File: config.mk
export PLATFORM = sky130hd
export DESIGN_NAME = hzsd_top
export DESIGN_NICKNAME = d
export VERILOG_FILES = /design/src/rtl/hzsd_pkg.sv /design/src/rtl/hzsd_sync.sv /design/src/rtl/hzsd_ctrl.sv /design/src/rtl/hzsd_chan.sv /design/src/rtl/hzsd_top.sv
export SDC_FILE = /design/constraint.sdc
export NUM_CORES = 1
export LEC_CHECK = 0
export ABC_AREA = 1
export BUFFER_PORTS_ARGS = -buffer_cell sky130_fd_sc_hd__buf_2
export CAP_MARGIN = 20
export CELL_PAD_IN_SITES_DETAIL_PLACEMENT = 1
export CELL_PAD_IN_SITES_GLOBAL_PLACEMENT = 1
export CORE_AREA = 2 2 52 54
export CTS_CLUSTER_DIAMETER = 30
export CTS_CLUSTER_SIZE = 8
export DETAILED_ROUTE_END_ITERATION = 10
export DIE_AREA = 0 0 54 56
export PLACE_DENSITY = 0.76
export RECOVER_POWER = 50
export SLEW_MARGIN = 25
export SYNTH_ARGS = -nofsm -noshare
export SYNTH_HDL_FRONTEND = slang
export SYNTH_SLANG_ARGS = --single-unit
export TNS_END_PERCENT = 30
File: constraint.sdc
create_clock -name clk -period 1.35 [get_ports clk]
set_input_delay 0.27 -clock clk [delete_from_list [all_inputs] [get_ports clk]]
set_output_delay 0.27 -clock clk [all_outputs]
set_load 0.05 [all_outputs]
File: src/rtl/hzsd_pkg.sv
package hzsd_pkg;
  // Bit positions of the per-channel control word
  localparam int BIT_EN   = 0;
  localparam int BIT_MODE = 1;
  localparam int BIT_RISE = 2;
  localparam int BIT_FALL = 3;
  localparam int BIT_TRIG = 4;
  localparam int BIT_CLR  = 5;
  localparam int BIT_FLAG = 6;

  localparam int WR_W = 6;
  localparam int RD_W = 7;

  // Stored configuration of one channel
  typedef struct packed {
    logic en;
    logic mode;
    logic selRise;
    logic selFall;
  } hzCfg_t;

  // Strobes from the control to the datapath, valid for a single cycle
  typedef struct packed {
    logic enNow;
    logic modeNow;
    logic trig;
    logic clr;
  } hzStb_t;
endpackage

File: src/rtl/hzsd_sync.sv
module hzsd_sync #(
  parameter int STAGES = 2
) (
  input  logic clk,
  input  logic rstN,
  input  logic din,
  output logic dout
);
  logic [STAGES-1:0] chain;

  genvar s;
  generate
    for (s = 0; s < STAGES; s++) begin : g_stage
      if (s == 0) begin : g_first
        always_ff @(posedge clk or negedge rstN) begin
          if (!rstN) chain[0] <= 1'b0;
          else       chain[0] <= din;
        end
      end else begin : g_next
        always_ff @(posedge clk or negedge rstN) begin
          if (!rstN) chain[s] <= 1'b0;
          else       chain[s] <= chain[s-1];
        end
      end
    end
  endgenerate

  assign dout = chain[STAGES-1];
endmodule

File: src/rtl/hzsd_ctrl.sv
module hzsd_ctrl
  import hzsd_pkg::*;
#(
  parameter int NCH = 2,
  parameter int AW  = 1
) (
  input  logic                  clk,
  input  logic                  rstN,
  input  logic                  wrEn,
  input  logic [AW-1:0]         wrAddr,
  input  logic [WR_W-1:0]       wrData,
  input  logic [AW-1:0]         rdAddr,
  input  logic [NCH-1:0]        flagVec,
  output hzCfg_t [NCH-1:0]      cfgVec,
  output hzStb_t [NCH-1:0]      stbVec,
  output logic [RD_W-1:0]       rdData
);
  genvar ch;
  generate
    for (ch = 0; ch < NCH; ch++) begin : g_ch
      logic   hit;
      hzCfg_t cfgQ;
      logic   wantTrig;
      logic   wantClr;

      assign hit      = wrEn && (wrAddr == AW'(ch));
      assign wantTrig = wrData[BIT_TRIG];
      assign wantClr  = wrData[BIT_CLR];

      always_ff @(posedge clk or negedge rstN) begin
        if (!rstN) begin
          cfgQ <= '0;
        end else if (hit) begin
          cfgQ.en      <= wrData[BIT_EN];
          cfgQ.mode    <= wrData[BIT_MODE];
          cfgQ.selRise <= wrData[BIT_RISE];
          cfgQ.selFall <= wrData[BIT_FALL];
        end
      end

      // A write acts with the enable and mode it carries itself
      always_comb begin
        stbVec[ch].enNow   = hit ? wrData[BIT_EN]   : cfgQ.en;
        stbVec[ch].modeNow = hit ? wrData[BIT_MODE] : cfgQ.mode;
        // Both strobes at once is an illegal access and does nothing
        stbVec[ch].trig    = hit && wrData[BIT_EN] && wantTrig && !wantClr;
        stbVec[ch].clr     = hit && wrData[BIT_EN] && wantClr  && !wantTrig;
      end

      assign cfgVec[ch] = cfgQ;
    end
  endgenerate

  always_comb begin
    rdData = '0;
    for (int i = 0; i < NCH; i++) begin
      if (rdAddr == AW'(i)) begin
        rdData[BIT_EN]   = cfgVec[i].en;
        rdData[BIT_MODE] = cfgVec[i].mode;
        rdData[BIT_RISE] = cfgVec[i].selRise;
        rdData[BIT_FALL] = cfgVec[i].selFall;
        rdData[BIT_FLAG] = flagVec[i];
      end
    end
  end
endmodule

File: src/rtl/hzsd_chan.sv
module hzsd_chan
  import hzsd_pkg::*;
#(
  parameter int PINS      = 3,
  parameter int SYNC_DEPTH = 2
) (
  input  logic            clk,
  input  logic            rstN,
  input  logic            selRise,
  input  logic            selFall,
  input  hzStb_t          stb,
  input  logic            faultIn,
  output logic            flag,
  output logic [PINS-1:0] outEn
);
  logic faultSync;
  logic faultPrev;
  logic faultEdge;
  logic faultActive;
  logic flagQ;
  logic flagNext;

  hzsd_sync #(.STAGES(SYNC_DEPTH)) u_sync (
    .clk  (clk),
    .rstN (rstN),
    .din  (faultIn),
    .dout (faultSync)
  );

  always_ff @(posedge clk or negedge rstN) begin
    if (!rstN) faultPrev <= 1'b0;
    else       faultPrev <= faultSync;
  end

  assign faultEdge   = stb.enNow &&
                       ((selRise &&  faultSync && !faultPrev) ||
                        (selFall && !faultSync &&  faultPrev));
  assign faultActive = (selRise && faultSync) || (selFall && !faultSync);

  // Priority: disable, fault edge, trigger, guarded release, hold
  always_comb begin
    flagNext = flagQ;
    if (!stb.enNow)
      flagNext = 1'b0;
    else if (faultEdge)
      flagNext = 1'b1;
    else if (stb.trig)
      flagNext = 1'b1;
    else if (stb.clr && !(stb.modeNow && faultActive))
      flagNext = 1'b0;
  end

  always_ff @(posedge clk or negedge rstN) begin
    if (!rstN) flagQ <= 1'b0;
    else       flagQ <= flagNext;
  end

  always_ff @(posedge clk or negedge rstN) begin
    if (!rstN) outEn <= '1;
    else       outEn <= {PINS{~flagQ}};
  end

  assign flag = flagQ;
endmodule

File: src/rtl/hzsd_top.sv
module hzsd_top
  import hzsd_pkg::*;
#(
  parameter int NCH  = 2,
  parameter int PINS = 3,
  localparam int AW  = (NCH > 1) ? $clog2(NCH) : 1
) (
  input  logic                  clk,
  input  logic                  rstN,
  input  logic                  wrEn,
  input  logic [AW-1:0]         wrAddr,
  input  logic [WR_W-1:0]       wrData,
  input  logic [AW-1:0]         rdAddr,
  output logic [RD_W-1:0]       rdData,
  input  logic [NCH-1:0]        faultIn,
  output logic [NCH*PINS-1:0]   outEn
);
  hzCfg_t [NCH-1:0] cfgVec;
  hzStb_t [NCH-1:0] stbVec;
  logic   [NCH-1:0] flagVec;

  hzsd_ctrl #(.NCH(NCH), .AW(AW)) u_ctrl (
    .clk     (clk),
    .rstN    (rstN),
    .wrEn    (wrEn),
    .wrAddr  (wrAddr),
    .wrData  (wrData),
    .rdAddr  (rdAddr),
    .flagVec (flagVec),
    .cfgVec  (cfgVec),
    .stbVec  (stbVec),
    .rdData  (rdData)
  );

  genvar ch;
  generate
    for (ch = 0; ch < NCH; ch++) begin : g_chan
      hzsd_chan #(.PINS(PINS)) u_chan (
        .clk     (clk),
        .rstN    (rstN),
        .selRise (cfgVec[ch].selRise),
        .selFall (cfgVec[ch].selFall),
        .stb     (stbVec[ch]),
        .faultIn (faultIn[ch]),
        .flag    (flagVec[ch]),
        .outEn   (outEn[ch*PINS +: PINS])
      );
    end
  endgenerate
endmodule

== After elaboration in Yosys (flattened, before gate mapping) ==
Index checks and enable logic that the tools add are counted.

* Register bits after elaboration: 18
* Bits in latches: 0
* RAM bits: 0
* Bits in read-only memories: 0
* Input bits: 13
* Output and inout port bits: 13
* Logic and storage cells: 75
* Memories kept: 0

* $add $sub $neg: 0
* Multipliers: 0
* Div/mod/pow operators: 0
* $lt $le $gt $ge: 0
* Equal/unequal tests: 2
* Shift-type cells: 0
* Muxes and demuxes: 14
* Bitwise operators: 3
* Reduce and logical (&&, ||, !) cells: 38

{| class="wikitable"
|+ Operator list
! cell !! number
|-
| $logic_and 1x1->1 || 26
|-
| $mux 1 || 13
|-
| $logic_not 1->1 || 8
|-
| $ne 4x4->1 const B || 2
|-
| $logic_or 1x1->1 || 4
|-
| $mux 4 || 1
|-
| $not 1->1 || 3
|}

== Depth between registers and ports, before layout ==
Gate-level depths: netlist of the first run.

* Depth after elaboration: 10
* Mapped depth: 7
* Mapped depth without buffers: 7

== Cells and area by module ==
A second synthesis of the first run with hierarchy kept.

* Cells, all modules: 113
* Area, all modules: 888.4 sq um

{| class="wikitable"
|+ Modules (own cells, without submodules)
! module !! instances !! cells each !! area an instance (sq um) !! seq. area each (sq um)
|-
| hzsd_ctrl || 1 || 63 || 442.9 || 200.2
|-
| hzsd_chan || 2 || 23 || 172.7 || 76.3
|-
| hzsd_sync || 2 || 2 || 50.0 || 50.0
|}

== Worst setup path after synthesis of the first run ==
No wires, ideal clock.

* Path kind: input port to output port
* From: in rdAddr
* To: out rdData[0]
* Data arrival time: 1.554 ns
* Data required time: 1.080 ns
* Slack: -0.474 ns
* Stages on the path: 2
* Buffers on the path: 1
* Path through: clkbuf_1 o21ai_0

* Word-level cells in the longest chain between the ends: 1

{| class="wikitable"
|+ RTL lines
! what !! RTL line !! text
|-
| start: declaration || hzsd_top.sv:13 || <nowiki>input logic [AW-1:0] rdAddr,</nowiki>
|-
| $mux 4 || hzsd_ctrl.sv:57 || <nowiki>if (rdAddr == AW'(i)) begin</nowiki>
|-
| end: declaration || hzsd_top.sv:14 || <nowiki>output logic [RD_W-1:0] rdData,</nowiki>
|}

Every way passes these cells.

== Worst setup path in the final report of the first run ==
* From: reg u_ctrl.cfgVec[1] (netlist name)
* To: out rdData[2]

* Word-level cells in the longest chain between the ends: 1

{| class="wikitable"
|+ RTL lines
! what !! RTL line
|-
| $mux 4 || hzsd_ctrl.sv:57
|}

Every way passes these cells.

==> Implementation_results.wiki, run 1 <==
{| class="wikitable"
! Metric !! Value
|-
| Clk sink count || 18
|-
| Iteration-0 DRC count of the detailed router || 8
|-
| Final net count || 137
|-
| Hold/Removal Path Class || in2reg
|-
| Crit path required time || 1.08 ns
|-
| Total track usage || between 10% and 20%
|-
| Post-Synthesis Mean Instance Area || roughly 8.3 um2
|-
| Final count of pins violating max slew || 0
|-
| Number of enable-type register cells in the synthesized netlist || 0
|-
| Yosys top cell area share || 49.2%
|-
| Met2 GRT Util || between 20% and 30%
|-
| GRT busiest layer || met2
|-
| Endpoint arrival time on the critical path || ~1.1 ns
|-
| Area of the placeable core || 2430 um2
|-
| Number of max-cap violations || 0
|-
| Sequential cell area fraction in the yosys report || 55.6%
|-
| Start point of the worst min-delay path || faultIn[0]
|-
| Unrepaired setup endpoints after global routing || true
|-
| Number of global-route vias before repair || 744
|-
| Setup TNS || -0.0294 ns
|-
| Post-Synthesis Cell Area || 815 um2
|-
| Clock skew || 0.00102 ns
|-
| Biggest area consumer among synthesized cells || dfrtp_1
|-
| Number of antenna violations at the first check in global routing || 0
|-
| Fillers || just under 300
|-
| Critical register-to-register path endpoint || g_chan[0].u_chan.flag
|-
| Post-Route WL || approximately 1.8 mm
|-
| Routing usage on met1 || 17.1%
|-
| Max Freq || 725 MHz
|-
| Syn Inst Count || 98
|-
| Cell area power density || 1250 nW/um2
|-
| Number of distinct standard cells referenced by the synthesized netlist || 14
|-
| CTS H-tree depth || 1
|-
| Share of flip-flops with an asynchronous set or reset after synthesis || 100%
|-
| Commonest cells in the netlist || nand2_1, inv_1, dfrtp_1
|-
| Area growth from synthesis to layout || 27.3%
|-
| Global route total overflow || 0
|-
| Peak supply drop || 0.605 mV
|-
| Post-synthesis register bit count || 18
|-
| Class of the most critical setup path || reg2out
|-
| Number of design rule violations left after detail routing || 0
|-
| Highest net fanout along the worst path || 2
|-
| Antenna diode count || 0
|-
| Core Rows || 18
|-
| Final setup slack of the worst path || -0.0294 ns
|-
| Clock-pin slew on the worst setup and hold paths || 0.10 ns
|-
| Most common cell in the netlist || nand2_1
|-
| Area occupied by registers || 453 um2
|-
| Violated checks || negative setup slack
|-
| Number of warnings printed during yosys synthesis || 0
|-
| Port bufs || 23
|-
| Effective utilization at floorplan || 33.5%
|-
| FF-to-FF setup slack || 0.15 ns
|-
| Reg2Reg Launch Point || u_ctrl.cfgVec[1]
|-
| Area enclosed by the die boundary || 3020 um2
|-
| Post-layout util || 42.6%
|-
| Post-DR wirelength/cell || around 12 um
|-
| Buffer cell driving the clock tree root || clkbuf_4
|-
| Clock latency on the worst-skew pair || 0.28 ns
|-
| Worst setup SP type || register
|-
| Maximum count of clock buffers along a single path || 2
|-
| Post-route design area || 1040 um2
|-
| Wire length of the first global-routing pass || 3.10 mm
|-
| Die boundary height || approximately 56 um
|-
| CTS buffer count || 3
|-
| Ranking of synthesized cells by area || dfrtp_1, nand2_1, inv_1
|-
| Post-detailed-route count of antenna-violating nets || 0
|-
| Global routing met3 resource utilization || 2.96%
|-
| Pre-Repair DR Iteration Count || 2
|-
| Via count || around 680
|-
| DP HPWL || 1.29 mm
|-
| Worst Hold Endpoint || g_chan[0].u_chan.u_sync.chain[0]
|-
| Vias per std cell || 4.44
|-
| Hold Vio Cnt, Final || 0
|-
| Total of endpoints with negative setup slack in the final report || 1
|-
| Gpl congestion || 0.726
|-
| Total power after layout || 1.30 mW
|-
| Post-synth top flop || dfrtp_1
|-
| Hold Path Depth || 1
|-
| Reported leakage power || 0.565 nW
|-
| Proportion of layout cells with a drive suffix above 1 || between 20 and 30%
|-
| Area post-placement || 926 um2
|-
| CP endpoint kind || output pin
|-
| Outcome || complete, but fails checks
|-
| Die outline width || 54 um
|-
| Area used by multi-input combinational logic || 259 um2
|-
| Worst R2R Path Depth || 8
|-
| IO Pins || 26
|-
| Final Cycle Share || 102%
|-
| Clock tree from TritonCTS || done
|-
| Largest net degree at the start of global routing || 19
|-
| Tmin final || 1.38 ns
|}
cell families (layout without fill, tap and decap cells):
family / Yosys count / after routing / share of synthesized area [%]
AO/OA/AOI/OAI: 16 / 16 / 9.83
flip-flops: 18 / 18 / 55.6
multiplexers: 1 / 1 / 1.38
buffers and inverters: 26 / 49 / 14.7
AND/OR/NAND/NOR: 36 / 36 / 18.0
other: 1 / 2 / 0.460
power by group:
group | total (mW) | internal, mW | leakage, nW | switching, mW
clock | 0.257 | 0.103 | 0.0138 | 0.153
combinational | 0.414 | 0.137 | 0.337 | 0.276
sequential | 0.628 | 0.597 | 0.215 | 0.0314
total | 1.30 | 0.838 | 0.565 | 0.461
worst max-delay path by stage:
stage / cells after the start / slack, ns / startpoint / end
3_5_place_dp: 3 / 0.06 / rdAddr / rdData[2]
5_1_grt: 2 / -0.07 / u_ctrl.cfgVec[1] / rdData[2]
2_1_floorplan: 2 / -0.11 / rdAddr / rdData[0]
3_3_place_gp: 3 / 0.08 / rdAddr / rdData[2]
6_report: 2 / -0.03 / u_ctrl.cfgVec[1] / rdData[2]
4_1_cts: 2 / -0.04 / u_ctrl.cfgVec[5] / rdData[2]
cells in the final DEF (no fill, tap or decap):
cell type	synthesis	final
nand2_1	24	24
inv_1	19	19
dfrtp_1	16	16
buf_2	0	11
buf_4	6	9
o21ai_0	11	8
nand3_1	6	6
buf_6	0	5
a21oi_1	5	4
nor2_1	4	3
clkbuf_4	0	3
o21ai_2	0	2
conb_1	1	2
dfstp_2	2	2
and2_1	1	1
mux2_2	1	1
o21ai_1	0	1
nor2_2	0	1
a21oi_2	0	1
nor3_1	1	1
dlygate4sd3_1	0	1
clkbuf_2	0	1
critical path, cell delays in order, from the launching register on:
cell and delay [ns]:
dfrtp_1 0.40, mux2_2 0.27, buf_6 0.15
metrics by stage:
| stage | hold slack, ns | std cells | setup slack, ns |
|---|---|---|---|
| after global routing | 0.0632 | 152 | -0.0749 |
| final | 0.0849 | 152 | -0.0294 |
| after global placement | 0.218 | 145 | 0.0768 |
| after detailed placement | 0.227 | 145 | 0.0589 |
| after floorplan | -0.0256 | 99 | -0.114 |
| after CTS | 0.0743 | 151 | -0.0374 |
routing by layer:
metal  up-vias  wire, um
met5         -         0
met1       313       766
li1        338         -
met4         0         0
met2        24       893
met3         0       111
registers in the layout, indices dropped and copies added (netlist names):
name	cells
u_ctrl.cfgVec	8
g_chan.u_chan.faultPrev	2
g_chan.u_chan.flag	2
g_chan.u_chan.outEn	2
g_chan.u_chan.u_sync.chain	2
g_chan.u_chan.u_sync.dout	2
cell type report:
type	count	area share, %
well taps	30	3.62
clock buffers	3	2.17
repair buffers	27	18.7
multi-input cells	55	25.0
inverters	19	6.88
flip-flops and latches	18	43.7
repair_timing:
action | 4_1_cts | 5_1_grt
pin swaps | 0 | 1
endpoints found under the hold margin | 16 | 0
resized for setup | 12 | 8
setup endpoints to repair | 10 | 9
hold buffers | 1 | 0
buffers inserted | 2 | 1
Note: power is estimated with default switching activity, not from simulation.
==> run 2, diff against run 1 <==
--- a/config.mk
+++ b/config.mk
@@ -15,8 +15,7 @@
 export CTS_CLUSTER_SIZE = 8
 export DETAILED_ROUTE_END_ITERATION = 10
 export DIE_AREA = 0 0 54 56
-export PLACE_DENSITY = 0.76
-export RECOVER_POWER = 50
+export PLACE_DENSITY = 0.85
 export SLEW_MARGIN = 25
 export SYNTH_ARGS = -nofsm -noshare
 export SYNTH_HDL_FRONTEND = slang
==> run 2 against run 1 <==
  * The run still ends with negative setup slack left
  * Flip-flop and latch count did not move
  * Sequential share of layout area fell by 1.0 points
  * Non-clock buffer count rose by 2
  * Cell area rose by 2.4%
  * Final cell count rose by 2.0%
  * Combinational power rose by 2%
  * Count of clock-buffer cells in the layout rose by 1
==> Implementation_results.wiki, run 2 (same netlist as run 1, synthesis figures left out) <==
{| class="wikitable"
! Metric !! Value
|-
| CP startpoint || u_ctrl.cfgVec[5]
|-
| DP HPWL || 1.43 mm
|-
| Final count of pins violating max slew || 0
|-
| Switching share of power || 34.4%
|-
| Die boundary height || 56 um
|-
| Gpl congestion || between 0.7 and 0.8
|-
| Post-Route WL || ~1.8 mm
|-
| Standard cell with the maximum stage delay on the critical path || dfrtp_1
|-
| Highest cell delay on the worst timing path || 0.40 ns
|-
| Via count || 700
|-
| Clock latency on the worst-skew pair || 0.29 ns
|-
| Hold/Removal Path Class || in2reg
|-
| Number of max-cap violations || 0
|-
| Maximum count of clock buffers along a single path || 2
|-
| Worst setup slack before clock tree synthesis || 0.113 ns
|-
| Violated checks || negative setup slack
|-
| Final net count || 139
|-
| Area enclosed by the die boundary || around 3000 um2
|-
| Post-layout util || a little over two fifths
|-
| Worst path cell trace || mux2_4 > buf_8
|-
| Sw power || 474 uW
|-
| Largest net degree at the start of global routing || 19
|-
| Core Rows || 18
|-
| Effective utilization at floorplan || 33.5%
|-
| Highest net fanout along the worst path || 2
|-
| Worst setup SP type || register
|-
| Area post-placement || just over 900 um2
|-
| Max Freq || just over 700 MHz
|-
| Class of the most critical setup path || reg2out
|-
| Total power after layout || 1.38 mW
|-
| Clock tree from TritonCTS || done
|-
| Number of global-route vias before repair || 710
|-
| Commonest cells after routing, fill and taps aside || nand2_1, inv_1, dfrtp_1
|-
| Clock skew || 0.0106 ns
|-
| Relative contribution of combinational cells to total power || 30.7%
|-
| Clock-pin slew on the worst setup and hold paths || 0.11 ns
|-
| Pre-Repair DR Iteration Count || 4
|-
| Vias per std cell || 4.52
|-
| Total internal power || roughly 900 uW
|-
| Total of endpoints with negative setup slack in the final report || 1
|-
| Clock share of power || 23.8%
|-
| Unrepaired setup endpoints after global routing || true
|-
| Crit path required time || 1.08 ns
|-
| Number of design rule violations left after detail routing || 0
|-
| Most common cell after layout, fill and taps aside || nand2_1
|-
| Area of the placeable core || 2430 um2
|-
| Post-DR wirelength/cell || roughly 12 um
|-
| CP endpoint kind || output pin
|-
| Largest register FFs || 8
|-
| Global route total overflow || 0
|-
| Die outline width || 54 um
|-
| Area growth from synthesis to layout || 30.4%
|-
| Tmin final || 1.38 ns
|-
| IO Pins || 26
|-
| Endpoint arrival time on the critical path || 1.11 ns
|-
| CTS buffer count || 3
|-
| Proportion of layout cells with a drive suffix above 1 || about 31%
|-
| Antenna diode count || 0
|-
| Number of antenna violations at the first check in global routing || 0
|-
| Total track usage || between 10% and 20%
|-
| Buffer cell driving the clock tree root || clkbuf_4
|-
| Clk sink count || 18
|-
| Reg2Reg Launch Point || u_ctrl.cfgVec[5]
|-
| Flop pwr share || 45.4%
|-
| Peak supply drop || 0.804 mV
|-
| Final setup slack of the worst path || -0.0332 ns
|-
| Cell area power density || 1300 nW/um2
|-
| Wire length of the first global-routing pass || around 3.0 mm
|-
| CTS H-tree depth || 1
|-
| Port bufs || 23
|-
| Post-detailed-route count of antenna-violating nets || 0
|-
| Outcome || complete, but fails checks
|-
| Iteration-0 DRC count of the detailed router || 9
|-
| Post-route design area || ~1100 um2
|-
| Reported leakage power || 0.583 nW
|-
| Hold Vio Cnt, Final || 0
|-
| Start point of the worst min-delay path || faultIn[1]
|-
| Final Cycle Share || 102%
|}
[run 2: cell types whose count changed in the layout (fill, tap and decap cells not counted), sizes merged]
cell	previous run	this run
buf	25	28
[run 2: layout make-up]
cell class / count / area, um2
clock buffers: 4 / 36.3
fillers: 302 / 1370
inverters: 19 / 71.3
multi-input cells: 55 / 259
flip-flops and latches: 18 / 453
well taps: 30 / 37.5
repair buffers: 29 / 205
[run 2: routing by layer]
layer  vias up  GRT usage (%)  routed length, um
met5         -              0                  0
met1       331           15.8                783
met2        24           22.8                909
met3         2           3.49                107
met4         0           5.36                 10
li1        343              -                  -
[run 2: power groups by stage]
stage               Clock (mW)  Combinational [mW]  Sequential, mW
floorplan                    0               0.257           0.657
CTS                      0.347               0.410           0.628
global placement             0               0.344           0.636
finish                   0.329               0.424           0.627
detailed placement           0               0.354           0.640
global route             0.370               0.463           0.635
[run 2: worst max-delay path, delay by kind of cell (launching register included)]
kind | cells | cell delay [ns]
DFF | 1 | 0.40
muxes | 1 | 0.27
buffers and inverters | 1 | 0.15
[run 2: per-stage QoR]
step	TNS [ns]	hold WS [ns]	cells
global route	-0.179	0.0573	155
detailed placement	0	0.228	146
CTS	-0.0482	0.0648	154
floorplan	-0.343	-0.0256	99
global placement	0	0.219	146
finish	-0.0332	0.0744	155
[run 2: worst paths after layout]
path                                                     to  slack (ns)  depth (start not counted)
max                                               rdData[2]       -0.03                          2
min                        g_chan[1].u_chan.u_sync.chain[0]        0.07                          1
max reg2reg                           g_chan[1].u_chan.flag        0.24                          7
min reg2reg                    g_chan[1].u_chan.u_sync.dout        0.36                          0
max in group asynchronous         g_chan[0].u_chan.outEn[0]        0.59                          2
min in group asynchronous                  u_ctrl.cfgVec[6]        0.42                          2
[run 2: what timing repair did]
action,in CTS,in global routing
hold buffers,1,0
setup buffers,3,1
setup endpoints to repair,10,11
endpoints found under the hold margin,16,0
gates resized for setup,13,7
pin swaps,0,0
==> run 3, diff against run 2 <==
--- a/config.mk
+++ b/config.mk
@@ -15,7 +15,9 @@
 export CTS_CLUSTER_SIZE = 8
 export DETAILED_ROUTE_END_ITERATION = 10
 export DIE_AREA = 0 0 54 56
+export MAX_ROUTING_LAYER = met4
 export PLACE_DENSITY = 0.85
+export RECOVER_POWER = 100
 export SLEW_MARGIN = 25
 export SYNTH_ARGS = -nofsm -noshare
 export SYNTH_HDL_FRONTEND = slang
==> run 3 against run 2 <==
  * The flow still finishes with violations (negative setup slack)
  * Non-clock buffer count unchanged
  * Cell area down 0.47%
  * Final cell count unchanged
  * Power down 0.31%
  * Clock power about the same
  * Die area unchanged
  * Sequential share of layout area up 0.20 points
  * Combinational power down 0.9%
  * Via count unchanged
  * Wire length down 0.55%
==> Implementation_results.wiki, run 3 (same netlist as run 1, synthesis figures left out) <==
{| class="wikitable"
! Metric !! Value
|-
| Outcome || complete, but fails checks
|-
| Violated checks || negative setup slack
|-
| Final setup slack of the worst path || -0.0338 ns
|-
| Crit path required time || 1.08 ns
|-
| Total power after layout || roughly 1.4 mW
|-
| Commonest cells after routing, fill and taps aside || nand2_1, inv_1, dfrtp_1
|-
| Highest cell delay on the worst timing path || 0.40 ns
|-
| Setup TNS || -0.0338 ns
|-
| Peak supply drop || around 0.80 mV
|-
| Port bufs || 23
|-
| Total internal power || 903 uW
|-
| Vias per std cell || roughly 4.5
|-
| Final count of pins violating max slew || 0
|-
| Max Freq || 723 MHz
|-
| Via count || 700
|-
| Flop pwr share || 45.6%
|-
| Standard cell with the maximum stage delay on the critical path || dfrtp_1
|-
| Clock-pin slew on the worst setup and hold paths || 0.11 ns
|-
| Most common cell after layout, fill and taps aside || nand2_1
|-
| Area growth from synthesis to layout || 29.8%
|-
| Gpl congestion || 0.710
|-
| Wire length of the first global-routing pass || 2.98 mm
|-
| Number of buffers and inverters on the critical path || 1
|-
| Post-Route WL || 1.80 mm
|-
| Total track usage || between 10% and 20%
|-
| Buffer cell driving the clock tree root || clkbuf_4
|-
| Fillers || 304
|-
| IO Pins || 26
|-
| Highest net fanout along the worst path || 2
|-
| Area used by multi-input combinational logic || 255 um2
|-
| Final net count || 139
|-
| DP HPWL || roughly 1.4 mm
|-
| Proportion of layout cells with a drive suffix above 1 || between 20 and 30%
|-
| Hold Vio Cnt, Final || 0
|-
| Post-DR wirelength/cell || 11.6 um
|-
| Area occupied by registers || 453 um2
|-
| Switching share of power || 34.4%
|-
| Area of the placeable core || 2430 um2
|-
| Class of the most critical setup path || reg2out
|-
| Worst path cell trace || mux2_4 > buf_8
|-
| Final Cycle Share || 103%
|-
| Clock share of power || a little under a quarter
|-
| Number of design rule violations left after detail routing || 0
|-
| Number of antenna violations at the first check in global routing || 0
|-
| Die boundary height || 56 um
|-
| Global route total overflow || 0
|-
| CP endpoint kind || output pin
|-
| Number of max-cap violations || 0
|-
| Die outline width || 54 um
|-
| CTS H-tree depth || 1
|-
| Largest net degree at the start of global routing || 19
|-
| Post-detailed-route count of antenna-violating nets || 0
|-
| CTS buffer count || 3
|-
| Maximum count of clock buffers along a single path || 2
|-
| Clock latency on the worst-skew pair || 0.29 ns
|-
| Total of endpoints with negative setup slack in the final report || 1
|-
| Area enclosed by the die boundary || around 3000 um2
|-
| Hold/Removal Path Class || in2reg
|-
| Cell type group with the largest total delay on the critical path || flip-flops
|-
| Unrepaired setup endpoints after global routing || true
|-
| Relative contribution of combinational cells to total power || 30.5%
|-
| Endpoint arrival time on the critical path || 1.11 ns
|-
| Iteration-0 DRC count of the detailed router || 9
|-
| Sw power || roughly 470 uW
|-
| Core Rows || 18
|-
| Largest register FFs || 8
|-
| Clk sink count || 18
|-
| Reported leakage power || 0.578 nW
|-
| Clock tree from TritonCTS || done
|-
| Effective utilization at floorplan || around 33%
|-
| Cell area power density || 1300 nW/um2
|-
| Worst setup SP type || register
|-
| Worst setup slack before clock tree synthesis || 0.113 ns
|-
| Pre-Repair DR Iteration Count || 4
|-
| Clock skew || 0.0108 ns
|-
| Number of global-route vias before repair || 709
|-
| Tmin final || 1.38 ns
|-
| Antenna diode count || 0
|}
==> run 3: cell count changes in the layout (fill, tap and decap cells not counted) <==
cell      previous run  this run
o21ai_2              1         0
buf_2               12        10
clkbuf_4             3         6
clkbuf_1             0         1
clkbuf_2             0         1
o21ai_1              2         3
buf_4               13        10
==> run 3: timing repair <==
item                                    CTS  global route
gates resized for setup                  13             7
hold endpoints to repair                 16             0
endpoints found under the setup margin   10            11
pin swaps                                 0             0
hold buffers                              1             0
setup buffers                             3             1
==> run 3: worst paths after layout <==
| check | end | slack [ns] | cells after the start | startpoint |
|---|---|---|---|---|
| worst max-delay path | rdData[2] | -0.03 | 2 | u_ctrl.cfgVec[5] |
| max in group asynchronous | g_chan[0].u_chan.outEn[0] | 0.56 | 2 | rstN |
| worst min register to register | g_chan[1].u_chan.u_sync.dout | 0.36 | 0 | g_chan[1].u_chan.u_sync.chain[0] |
| worst max register to register | g_chan[1].u_chan.flag | 0.24 | 7 | u_ctrl.cfgVec[5] |
| worst min-delay path | g_chan[1].u_chan.u_sync.chain[0] | 0.07 | 1 | faultIn[1] |
| min in group asynchronous | u_ctrl.cfgVec[6] | 0.44 | 2 | rstN |
==> run 3: power groups by stage <==
stage	registers (mW)	logic, mW	clock network (mW)
2_1_floorplan	0.657	0.257	0
3_3_place_gp	0.636	0.344	0
3_5_place_dp	0.640	0.354	0
4_1_cts	0.628	0.410	0.347
5_1_grt	0.635	0.459	0.370
6_report	0.627	0.420	0.329
==> run 3: final cells by class <==
cell class | instances | share of cell area [%]
Sequential cell | 18 | 42.8
Multi-Input combinational cell | 55 | 24.1
Timing Repair Buffer | 29 | 19.3
Inverter | 19 | 6.75
Tap cell | 30 | 3.55
Clock buffer | 4 | 3.43
==> run 3: stage by stage <==
stage	hold WS [ns]	std cells	util (%)	area, um2
4_1_cts	0.0648	154	42.7	1040
3_5_place_dp	0.228	146	38.4	933
5_1_grt	0.0573	155	43.5	1060
2_1_floorplan	-0.0256	99	-	822
6_report	0.0741	155	43.5	1060
3_3_place_gp	0.219	146	38.4	933
==> run 3: metal layers <==
metal | GRT usage, % | routed length (um) | up-vias
met5 | - | 0 | -
met4 | 5.36 | 10 | 0
met3 | 3.49 | 107 | 2
met2 | 22.8 | 907 | 24
met1 | 15.8 | 775 | 330
li1 | - | - | 344
